File: config.mk
export PLATFORM = sky130hd
export DESIGN_NAME = starve_picker
export DESIGN_NICKNAME = d
export VERILOG_FILES = /design/src/rtl/starve_picker_pkg.sv /design/src/rtl/lat_tracker.sv /design/src/rtl/age_tracker.sv /design/src/rtl/pick_arb.sv /design/src/rtl/starve_picker.sv
export SDC_FILE = /design/constraint.sdc
export NUM_CORES = 1
export LEC_CHECK = 0
export ABC_AREA = 0
export BUFFER_PORTS_ARGS = -buffer_cell sky130_fd_sc_hd__buf_2
export CORE_UTILIZATION = 53
export DETAILED_ROUTE_END_ITERATION = 16
export HOLD_SLACK_MARGIN = 0.15
export PLACE_DENSITY = 0.69
export SLEW_MARGIN = 20
export SYNTH_ARGS = -nofsm -noshare
export SYNTH_HDL_FRONTEND = slang
export SYNTH_HIERARCHICAL = 1
export SYNTH_SLANG_ARGS = --single-unit
File: constraint.sdc
create_clock -name clk_i -period 40.1 [get_ports clk_i]
set_input_delay 0 -clock clk_i [delete_from_list [all_inputs] [get_ports clk_i]]
set_output_delay 0 -clock clk_i [all_outputs]
set_load 0.03 [all_outputs]
File: src/rtl/starve_picker_pkg.sv
package starve_picker_pkg;
  typedef enum logic [1:0] {
    CLS_PLAIN   = 2'd0,
    CLS_ROWHIT  = 2'd1,
    CLS_STARVED = 2'd2
  } prio_cls_e;
endpackage

File: src/rtl/lat_tracker.sv
module lat_tracker #(
  parameter int LAT_W    = 12,
  parameter int INIT_LAT = 64
) (
  input  logic             clk_i,
  input  logic             rst_ni,
  input  logic             sample_valid_i,
  input  logic [LAT_W-1:0] sample_i,
  output logic [LAT_W:0]   thresh_o
);
  localparam int ACC_W = LAT_W + 3;

  logic [ACC_W-1:0] acc_q, acc_d;
  logic [LAT_W-1:0] avg;

  assign acc_d = acc_q - (acc_q >> 3) + ACC_W'(sample_i);
  assign avg   = acc_q[ACC_W-1:3];
  // about 1.19 x avg
  assign thresh_o = {1'b0, avg} + (LAT_W+1)'(avg >> 3) + (LAT_W+1)'(avg >> 4);

  always_ff @(posedge clk_i or negedge rst_ni) begin
    if (!rst_ni)             acc_q <= ACC_W'(INIT_LAT) << 3;
    else if (sample_valid_i) acc_q <= acc_d;
  end
endmodule

File: src/rtl/age_tracker.sv
module age_tracker #(
  parameter int N     = 8,
  parameter int TS_W  = 16,
  parameter int THR_W = 13
) (
  input  logic                     clk_i,
  input  logic                     rst_ni,
  input  logic [N-1:0]             alloc_i,
  input  logic [THR_W-1:0]         thresh_i,
  output logic [N-1:0][TS_W-1:0]   age_o,
  output logic [N-1:0]             starved_o
);
  localparam int CW = (TS_W > THR_W) ? TS_W : THR_W;

  logic [TS_W-1:0]         now_q;
  logic [N-1:0][TS_W-1:0]  stamp_q;

  always_ff @(posedge clk_i or negedge rst_ni) begin
    if (!rst_ni) now_q <= '0;
    else         now_q <= now_q + 1'b1;
  end

  for (genvar i = 0; i < N; i++) begin : g_slot
    always_ff @(posedge clk_i or negedge rst_ni) begin
      if (!rst_ni)         stamp_q[i] <= '0;
      else if (alloc_i[i]) stamp_q[i] <= now_q;
    end
    assign age_o[i]     = now_q - stamp_q[i];
    assign starved_o[i] = CW'(age_o[i]) > CW'(thresh_i);
  end
endmodule

File: src/rtl/pick_arb.sv
module pick_arb
  import starve_picker_pkg::*;
#(
  parameter int N    = 8,
  parameter int TS_W = 16,
  localparam int IW  = $clog2(N)
) (
  input  logic [N-1:0]           cand_i,
  input  logic [N-1:0]           starved_i,
  input  logic [N-1:0]           rowhit_i,
  input  logic [N-1:0][TS_W-1:0] age_i,
  output logic                   valid_o,
  output logic [IW-1:0]          idx_o
);
  prio_cls_e       cls     [N];
  prio_cls_e       best_cls;
  logic [TS_W-1:0] best_age;

  for (genvar i = 0; i < N; i++) begin : g_cls
    assign cls[i] = starved_i[i] ? CLS_STARVED :
                    rowhit_i[i]  ? CLS_ROWHIT  : CLS_PLAIN;
  end

  // linear scan, strict improvement keeps lowest index on ties
  always_comb begin
    valid_o  = 1'b0;
    idx_o    = '0;
    best_cls = CLS_PLAIN;
    best_age = '0;
    for (int i = 0; i < N; i++) begin
      if (cand_i[i] &&
          (!valid_o || cls[i] > best_cls ||
           (cls[i] == best_cls && age_i[i] > best_age))) begin
        valid_o  = 1'b1;
        idx_o    = IW'(i);
        best_cls = cls[i];
        best_age = age_i[i];
      end
    end
  end
endmodule

File: src/rtl/starve_picker.sv
module starve_picker #(
  parameter int NUM_ENTRIES = 8,
  parameter int TS_W        = 16,
  parameter int LAT_W       = 12,
  parameter int INIT_LAT    = 64,
  parameter int MAX_RETRY   = 3,
  localparam int IW         = $clog2(NUM_ENTRIES),
  localparam int RW         = $clog2(MAX_RETRY + 1)
) (
  input  logic                   clk_i,
  input  logic                   rst_ni,
  input  logic [NUM_ENTRIES-1:0] entry_valid_i,
  input  logic [NUM_ENTRIES-1:0] entry_rowhit_i,
  input  logic [NUM_ENTRIES-1:0] alloc_i,
  input  logic                   lat_valid_i,
  input  logic [LAT_W-1:0]       lat_sample_i,
  input  logic                   grant_i,
  output logic                   pick_valid_o,
  output logic [IW-1:0]          pick_idx_o
);
  localparam int THR_W = LAT_W + 1;

  logic [THR_W-1:0]                  thresh;
  logic [NUM_ENTRIES-1:0][TS_W-1:0]  age;
  logic [NUM_ENTRIES-1:0]            starved;
  logic [NUM_ENTRIES-1:0]            mask_q, mask_d, cand;
  logic [RW-1:0]                     deny_cnt_q, deny_cnt_d;

  lat_tracker #(.LAT_W(LAT_W), .INIT_LAT(INIT_LAT)) u_lat (
    .clk_i, .rst_ni,
    .sample_valid_i (lat_valid_i),
    .sample_i       (lat_sample_i),
    .thresh_o       (thresh)
  );

  age_tracker #(.N(NUM_ENTRIES), .TS_W(TS_W), .THR_W(THR_W)) u_age (
    .clk_i, .rst_ni,
    .alloc_i   (alloc_i),
    .thresh_i  (thresh),
    .age_o     (age),
    .starved_o (starved)
  );

  assign cand = entry_valid_i & ~mask_q;

  pick_arb #(.N(NUM_ENTRIES), .TS_W(TS_W)) u_arb (
    .cand_i    (cand),
    .starved_i (starved),
    .rowhit_i  (entry_rowhit_i),
    .age_i     (age),
    .valid_o   (pick_valid_o),
    .idx_o     (pick_idx_o)
  );

  always_comb begin
    mask_d     = mask_q;
    deny_cnt_d = deny_cnt_q;
    if (!pick_valid_o || grant_i || deny_cnt_q == RW'(MAX_RETRY - 1)) begin
      mask_d     = '0;
      deny_cnt_d = '0;
    end else begin
      mask_d[pick_idx_o] = 1'b1;
      deny_cnt_d         = deny_cnt_q + 1'b1;
    end
    mask_d = mask_d & entry_valid_i;
  end

  always_ff @(posedge clk_i or negedge rst_ni) begin
    if (!rst_ni) begin
      mask_q     <= '0;
      deny_cnt_q <= '0;
    end else begin
      mask_q     <= mask_d;
      deny_cnt_q <= deny_cnt_d;
    end
  end
endmodule

Word-level counts from Yosys, hierarchy flattened
Index checks and enable logic that the tools add are counted.

Add/subtract/negate cells: 14. $lt $le $gt $ge: 24. Equal/unequal tests: 8. Multiplexer cells: 49. Bitwise gates (word level): 4. Reduce and logical (&&, ||, !) cells: 39.

Operator list (count): 16-bit by 13-bit > comparator with 1-bit output (8); 16-bit subtractor (8); 16-bit > comparator (7); 16-bit 2-to-1 mux (7); 2-bit 2-to-1 mux (18); 1-bit 2-to-1 mux (18); 16-bit by 1-bit adder with 16-bit output (second input constant) (1); 8-bit AND (2); 1-bit logical OR (16); 15-bit by 12-bit adder with 15-bit output (1); 1-bit logical AND (15); 15-bit by 12-bit subtractor with 15-bit output (1); 2-bit == test (7); 2-bit > comparator (7); 12-bit by 9-bit adder with 13-bit output (1); 13-bit by 8-bit adder with 13-bit output (1); 3-bit 2-to-1 mux (4); 1-bit logical NOT (8); 8-bit 2-to-1 mux (1); 8-bit inverter (1); 8-bit OR (1); 3-bit by 4-bit < comparator with 1-bit output (second input constant) (1); 1-bit demux with 3-bit select (1); 3-bit by 1-bit greater-or-equal comparator with 1-bit output (second input constant) (1); other kinds (2) (2).

Bits in registers: 169. Bits of input ports: 40. Output and inout bits: 4.

Depth between registers and ports, before layout
Word-level depth: 47. Depth in mapped cells: 90. Mapped depth without buffers: 82.

By module
Netlist, hierarchy kept.

By module, submodules not included: age_tracker (times used 1, cells each 1605, area an instance 13536.7 um^2, seq. area each 3603.5 um^2); pick_arb (times used 1, cells each 649, area an instance 4714.5 um^2, seq. area each 0.0 um^2); lat_tracker (times used 1, cells each 260, area an instance 2253.4 um^2, seq. area each 376.6 um^2); starve_picker (times used 1, cells each 39, area an instance 488.0 um^2, seq. area each 250.2 um^2).

Worst setup path before layout
Ideal clock, no wire load.

Kind: reg2reg. Start point: register u_lat.acc_q[8]. End point: register mask_q[7]. Library setup time: 0.120 ns. Data arrival time: 16.942 ns. Required time: 39.980 ns. Path slack: 23.038 ns. Cell stages (with the launch flop): 84. Path buffers: 11. Period minus slack after synthesis: 17.062 ns. Cell sequence: dfrtp_1 > fa_1 > ha_1 > fa_1 > a21o_1 > a21oi_1 > o21bai_1 > a21oi_1 > xnor2_1 > inv_1 > ha_1 > a21oi_1 > nor2b_1 > o21ai_0 > nand2b_1 > a21oi_1 > a21oi_1 > or4_1 > [48 not listed] > o21ai_0 > o21ai_0 > a211oi_1 > a31oi_1 > nor2_1 > clkbuf_1 > a222oi_1 > ha_1 > a21o_1 > a21o_1 > a21oi_1 > o21ai_0 > nand3_1 > o211ai_1 > or2_2 > nand3b_1 > a31o_2 > and3_1.

RTL lines: start, declared (line lat_tracker.sv:13) `logic [ACC_W-1:0] acc_q, acc_d;`; start signal, assigned (line lat_tracker.sv:22) `if (!rst_ni) acc_q <= ACC_W'(INIT_LAT) << 3;`; 12-bit by 9-bit adder with 13-bit output (line lat_tracker.sv:19) `assign thresh_o = {1'b0, avg} + (LAT_W+1)'(avg >> 3) + (LAT_W+1)'(avg >> 4);`; 13-bit by 8-bit adder with 13-bit output * (line lat_tracker.sv:19); via thresh[9] (line starve_picker.sv:23) `logic [THR_W-1:0] thresh;`; 16-bit by 13-bit > comparator with 1-bit output * (line age_tracker.sv:29) `assign starved_o[i] = CW'(age_o[i]) > CW'(thresh_i);`; via starved[1] (line starve_picker.sv:25) `logic [NUM_ENTRIES-1:0] starved;`; 2-bit 2-to-1 mux * (line pick_arb.sv:20) `assign cls[i] = starved_i[i] ? CLS_STARVED :`; 2-bit > comparator / 2-bit == test (equally long branches) (line pick_arb.sv:32, pick_arb.sv:33); 1-bit logical OR / 1-bit logical AND (equally long branches) (line pick_arb.sv:32, pick_arb.sv:33); [33 not listed]; via pick_idx_o[2] (line starve_picker.sv:19) `output logic [IW-1:0] pick_idx_o`; 3-bit by 4-bit < comparator with 1-bit output (implied by the code) / 3-bit by 1-bit greater-or-equal comparator with 1-bit output (equally long branches) (line starve_picker.sv:62) `mask_d[pick_idx_o] = 1'b1;`; 1-bit logical AND (implied by the code) (line starve_picker.sv:62); 1-bit 2-to-1 mux (implied by the code) (line starve_picker.sv:62); 1-bit demux with 3-bit select * (line starve_picker.sv:62); 8-bit OR (no source line) *; 8-bit 2-to-1 mux * (line starve_picker.sv:58) `if (!pick_valid_o || grant_i || deny_cnt_q == RW'(MAX_RETRY - 1)) begin`; 8-bit AND * (line starve_picker.sv:65) `mask_d = mask_d & entry_valid_i;`; via mask_d[7] (line starve_picker.sv:26) `logic [NUM_ENTRIES-1:0] mask_q, mask_d, cand;`; end signal, assigned (line starve_picker.sv:73) `mask_q <= mask_d;`; end, declared (line starve_picker.sv:26).

Mark *: on every way through the listed nets, which the timed path passes. The rest lies on a longest branch. A chain may end at the register's enable or synchronous reset.

Worst setup path in the final report
Start point: register u_lat.acc_q[8]. End point: register mask_q[6].

RTL lines (line): 12-bit by 9-bit adder with 13-bit output (lat_tracker.sv:19); 13-bit by 8-bit adder with 13-bit output * (lat_tracker.sv:19); via thresh[7] (starve_picker.sv:23); 16-bit by 13-bit > comparator with 1-bit output * (age_tracker.sv:29); via starved[1] (starve_picker.sv:25); 2-bit 2-to-1 mux * (pick_arb.sv:20); 2-bit > comparator / 2-bit == test (equally long branches) (pick_arb.sv:32, pick_arb.sv:33); 1-bit logical OR / 1-bit logical AND (equally long branches) (pick_arb.sv:32, pick_arb.sv:33); [33 not listed]; 3-bit by 4-bit < comparator with 1-bit output (implied by the code) / 3-bit by 1-bit greater-or-equal comparator with 1-bit output (equally long branches) (starve_picker.sv:62); 1-bit logical AND (implied by the code) (starve_picker.sv:62); 1-bit 2-to-1 mux (implied by the code) (starve_picker.sv:62); 1-bit demux with 3-bit select (starve_picker.sv:62); 8-bit OR (no source line); 8-bit 2-to-1 mux * (starve_picker.sv:58); 8-bit AND * (starve_picker.sv:65); via mask_d[6] (starve_picker.sv:26).

Marked as above.

==> summary by stage <==
Outcome
The flow ran to the end, and the final reports show no timing, DRC or antenna violations.

Logic synthesis
The share of flip-flops with an asynchronous set or reset after synthesis is 100%. Yosys attributes the largest share of cell area to sky130_fd_sc_hd__ha_1 23%, sky130_fd_sc_hd__dfrtp_1 20%, sky130_fd_sc_hd__a21oi_1 4.9%, sky130_fd_sc_hd__o21ai_0 4.7%, sky130_fd_sc_hd__inv_1 4.6%. The number of cells produced by synthesis is 2553. After synthesis, flip-flops and latches occupy 20.2% of the total area.

During synthesis, Yosys emitted a total of 6 warnings. The synthesized net count is 3000. Synthesis inferred 169 register bits. The most frequently used flop master after synthesis is sky130_fd_sc_hd__dfrtp_1. Synthesis instantiated 90 different standard cells from the library. The cell area that synthesis handed to floorplanning was 21000 um2. In this run the biggest area consumer among cell types represents 22.5% of the synthesized area. sky130_fd_sc_hd__ha_1 takes more of the synthesized area than any other cell. In this run, synthesis inferred 0 flip-flops with an integrated enable.

Each instance of the synthesized netlist takes up on average 8.22 um2.

Timing
The total setup violations reported at the end of the flow is 0. For the finished layout, the period the worst path requires is 21.65 ns. Setup repair after global routing left no endpoint under its margin. The number of max-slew violations in the final report is 0. In the final timing run, aggregate negative setup slack is 0 ns.

Between clock sinks in the finished design, the worst skew comes to 0.0129 ns. Across all hold checks on the routed design, the worst slack comes to 0.181 ns. Of the available clock period, the critical path in the final layout requires 54.0%.

The count of endpoints failing hold in the final timing report came to 0. At the pin with the least slew margin, the transition time is 0.989 ns. The highest attainable clock frequency is 0.0462 GHz. Measured against its own limit, the worst slew margin works out to 34.0%.

Worst setup path
The critical path contains buffers and inverters numbering 6 combined. STA classifies the critical path endpoint as a flop. For this run, the slowest stage of the critical path takes 0.84 ns. In this run the worst path has a maximum fanout of 54. The worst setup path category is reg -> reg.

The slowest cell on the critical path is sky130_fd_sc_hd__a211oi_1. The cell family contributing the most delay on the critical path is compound AO/OA/AOI/OAI gates. Data on the critical path is required at its endpoint by 40.47 ns. The type of element launching the critical path is a flop.

Data on the critical path arrives at its endpoint at 22.02 ns.

Clock tree
The clock sink count is 169. After clock tree synthesis, the clock-pin slew on the worst setup and hold paths is 0.08 ns. The buffer levels on the longest clock path is 2. The TritonCTS buffer count is 17. The root buffer cell is sky130_fd_sc_hd__clkbuf_16.

In this run the number of H-tree levels came out at 4. The source-to-sink clock delay at the later pin of the worst-skew pair is 0.48 ns. The post-CTS setup buffer count is 0. The TritonCTS clock tree is built.

Die
The die is 201 um wide. The floorplan has 72 rows. The total I/O pin count is 44.

The die covers 40400 um2. The initial cell density of the core is 54.1%. The die height is 201 um. The placeable core region is 38800 um2.

Global routing
The aggregate global routing overflow is 0. The first-pass GRT wire length is 106 mm. Entering global routing, the biggest net connects 64 pins. Global routing used 34.3% of the available tracks across all layers. The number of global-route vias before repair was 18600.

The number of antenna violations at the first check in global routing is 1.

Place
The final HPWL from detailed placement is 52.5 mm. The total of buffers placed on input and output ports is 43. In this run the cell area measured after placement is 21800 um2. The routability congestion estimate is 1.06.

Routing
In this run, the number of DRC markers left after iteration 0 of detailed routing was 1697. Dividing the detail-routed via count by the number of cells gives 6.19. The routed design has 68.5 mm of wire. The count of nets left with antenna violations once routing finished came out at 0. In the routed design, unresolved DRC markers number 0.

The detailed router placed 19400 vias in this run. The wire length per cell after detailed routing is 21.9 um. The length of the first detailed-routing pass in iterations is 10.

Cells and area
In the final layout, the multi-input gates occupy 15500 um2. The fraction of layout instances using a drive strength above 1 is 7.15%. Relative to the synthesized area, the layout overhead comes to 8.09%. The filler cells instantiated in the layout total 3496. The post-layout net count is 3049. The diode insertion count for antenna repair is 0. The sequential cells in the finished layout cover a total of 4230 um2.

The final design instance area without fill is 22700 um2.

Job
The max-capacitance violation count is 0.

Min path
The path class of the tightest hold or removal check is in -> reg.
[per-stage QoR]
stage                     cells  setup WS, ns  utilization, %
after floorplan            2553         23.04               -
after global placement     3069         19.27            56.0
after detailed placement   3069         19.06            56.0
after CTS                  3133         18.45            58.4
after global routing       3133         17.32            58.4
final                      3133         18.45            58.4
[tightest hold or removal path: stages]
cell and delay (ns):
sky130_fd_sc_hd__buf_2 0.09, sky130_fd_sc_hd__inv_1 0.07, sky130_fd_sc_hd__fa_1 0.23, sky130_fd_sc_hd__fa_1 0.18
sky130_fd_sc_hd__mux2i_1 0.06
[worst paths after layout]
path | from | end | slack (ns) | cells after the start
max in group asynchronous | rst_ni | u_age/stamp_q[84]$_DFFE_PN0P_ | 38.62 | 4
setup / recovery | u_lat/acc_q[8]$_DFFE_PN0P_ | mask_q[6]$_DFF_PN0_ | 18.45 | 77
hold reg to reg | deny_cnt_q[1]$_DFF_PN0_ | deny_cnt_q[1]$_DFF_PN0_ | 0.53 | 2
min in group asynchronous | rst_ni | u_lat/acc_q[9]$_DFFE_PN1P_ | 0.63 | 3
setup reg to reg | u_lat/acc_q[8]$_DFFE_PN0P_ | mask_q[6]$_DFF_PN0_ | 18.45 | 77
hold / removal | lat_sample_i[1] | u_lat/acc_q[1]$_DFFE_PN0P_ | 0.18 | 5
[routing by layer]
metal  part of all wire (%)  vias up  GRT usage [%]
met5                  0.023        -              0
met4                    5.2        2           16.9
met3                    6.7      166           4.66
met2                     44      690           54.6
met1                     44     9217           45.7
li1                       -     9316              -
[final cells by class]
cell class                      count  area share, %
Timing Repair Buffer              107           3.52
Tap cell                          518           2.86
Inverter                          258           4.27
Sequential cell                   169           18.6
Clock buffer                       17           1.87
Multi-Input combinational cell   2049           68.1
Clock inverter                     15          0.717
[cell families (layout without fill, tap and decap cells)]
kind of cell	Yosys count	in the layout	synth area share (%)
AND/OR/NAND/NOR	678	678	15.8
flip-flops	169	169	20.2
adder cells (fa/ha/maj)	407	407	25.3
AO/OA/AOI/OAI	794	794	25.0
buffers and inverters	335	397	6.30
multiplexers	42	42	2.11
XOR/XNOR	128	128	5.34
[placed cells by master, fill, tap and decap left out, types with 18 or more instances in the layout]
cell,count
sky130_fd_sc_hd__nand4_1,53
sky130_fd_sc_hd__o21bai_1,26
sky130_fd_sc_hd__buf_4,32
sky130_fd_sc_hd__mux2_2,18
sky130_fd_sc_hd__fa_1,29
sky130_fd_sc_hd__a211oi_1,26
sky130_fd_sc_hd__o21a_1,47
sky130_fd_sc_hd__a21o_1,89
sky130_fd_sc_hd__ha_1,378
sky130_fd_sc_hd__nor3_1,36
sky130_fd_sc_hd__mux2i_1,24
sky130_fd_sc_hd__o21ai_0,197
sky130_fd_sc_hd__xnor2_1,97
sky130_fd_sc_hd__nand3_1,44
sky130_fd_sc_hd__a21oi_1,207
sky130_fd_sc_hd__inv_1,258
sky130_fd_sc_hd__nor2b_1,51
sky130_fd_sc_hd__nand2_1,244
sky130_fd_sc_hd__nor2_1,127
sky130_fd_sc_hd__dlygate4sd3_1,31
sky130_fd_sc_hd__xor2_1,31
sky130_fd_sc_hd__dfrtp_1,168
sky130_fd_sc_hd__nand2b_1,34
sky130_fd_sc_hd__buf_2,42
[sequential cells by signal, summed over array words and instances, names as in the netlist]
signal         flops
mask_q             8
u_age/now_q       16
deny_cnt_q         2
u_lat/acc_q       15
u_age/stamp_q    128
[cell usage after synthesis (51+ instances only)]
library cell               count
sky130_fd_sc_hd__nor2b_1      51
sky130_fd_sc_hd__nor2_1      127
sky130_fd_sc_hd__nand2_1     245
sky130_fd_sc_hd__o21ai_0     197
sky130_fd_sc_hd__inv_1       258
sky130_fd_sc_hd__a21oi_1     207
sky130_fd_sc_hd__xnor2_1      97
sky130_fd_sc_hd__ha_1        378
sky130_fd_sc_hd__a21o_1       89
sky130_fd_sc_hd__clkbuf_1     56
sky130_fd_sc_hd__dfrtp_1     168
sky130_fd_sc_hd__nand4_1      53
[repair_timing]
action | CTS | global route
hold buffers | 32 | 0
gates resized for setup | 0 | 0
hold endpoints to repair | 200 | 0
Power is left out: the tool's default activity adds up to more than one toggle a clock period on the data nets, which glitch-free logic cannot reach.
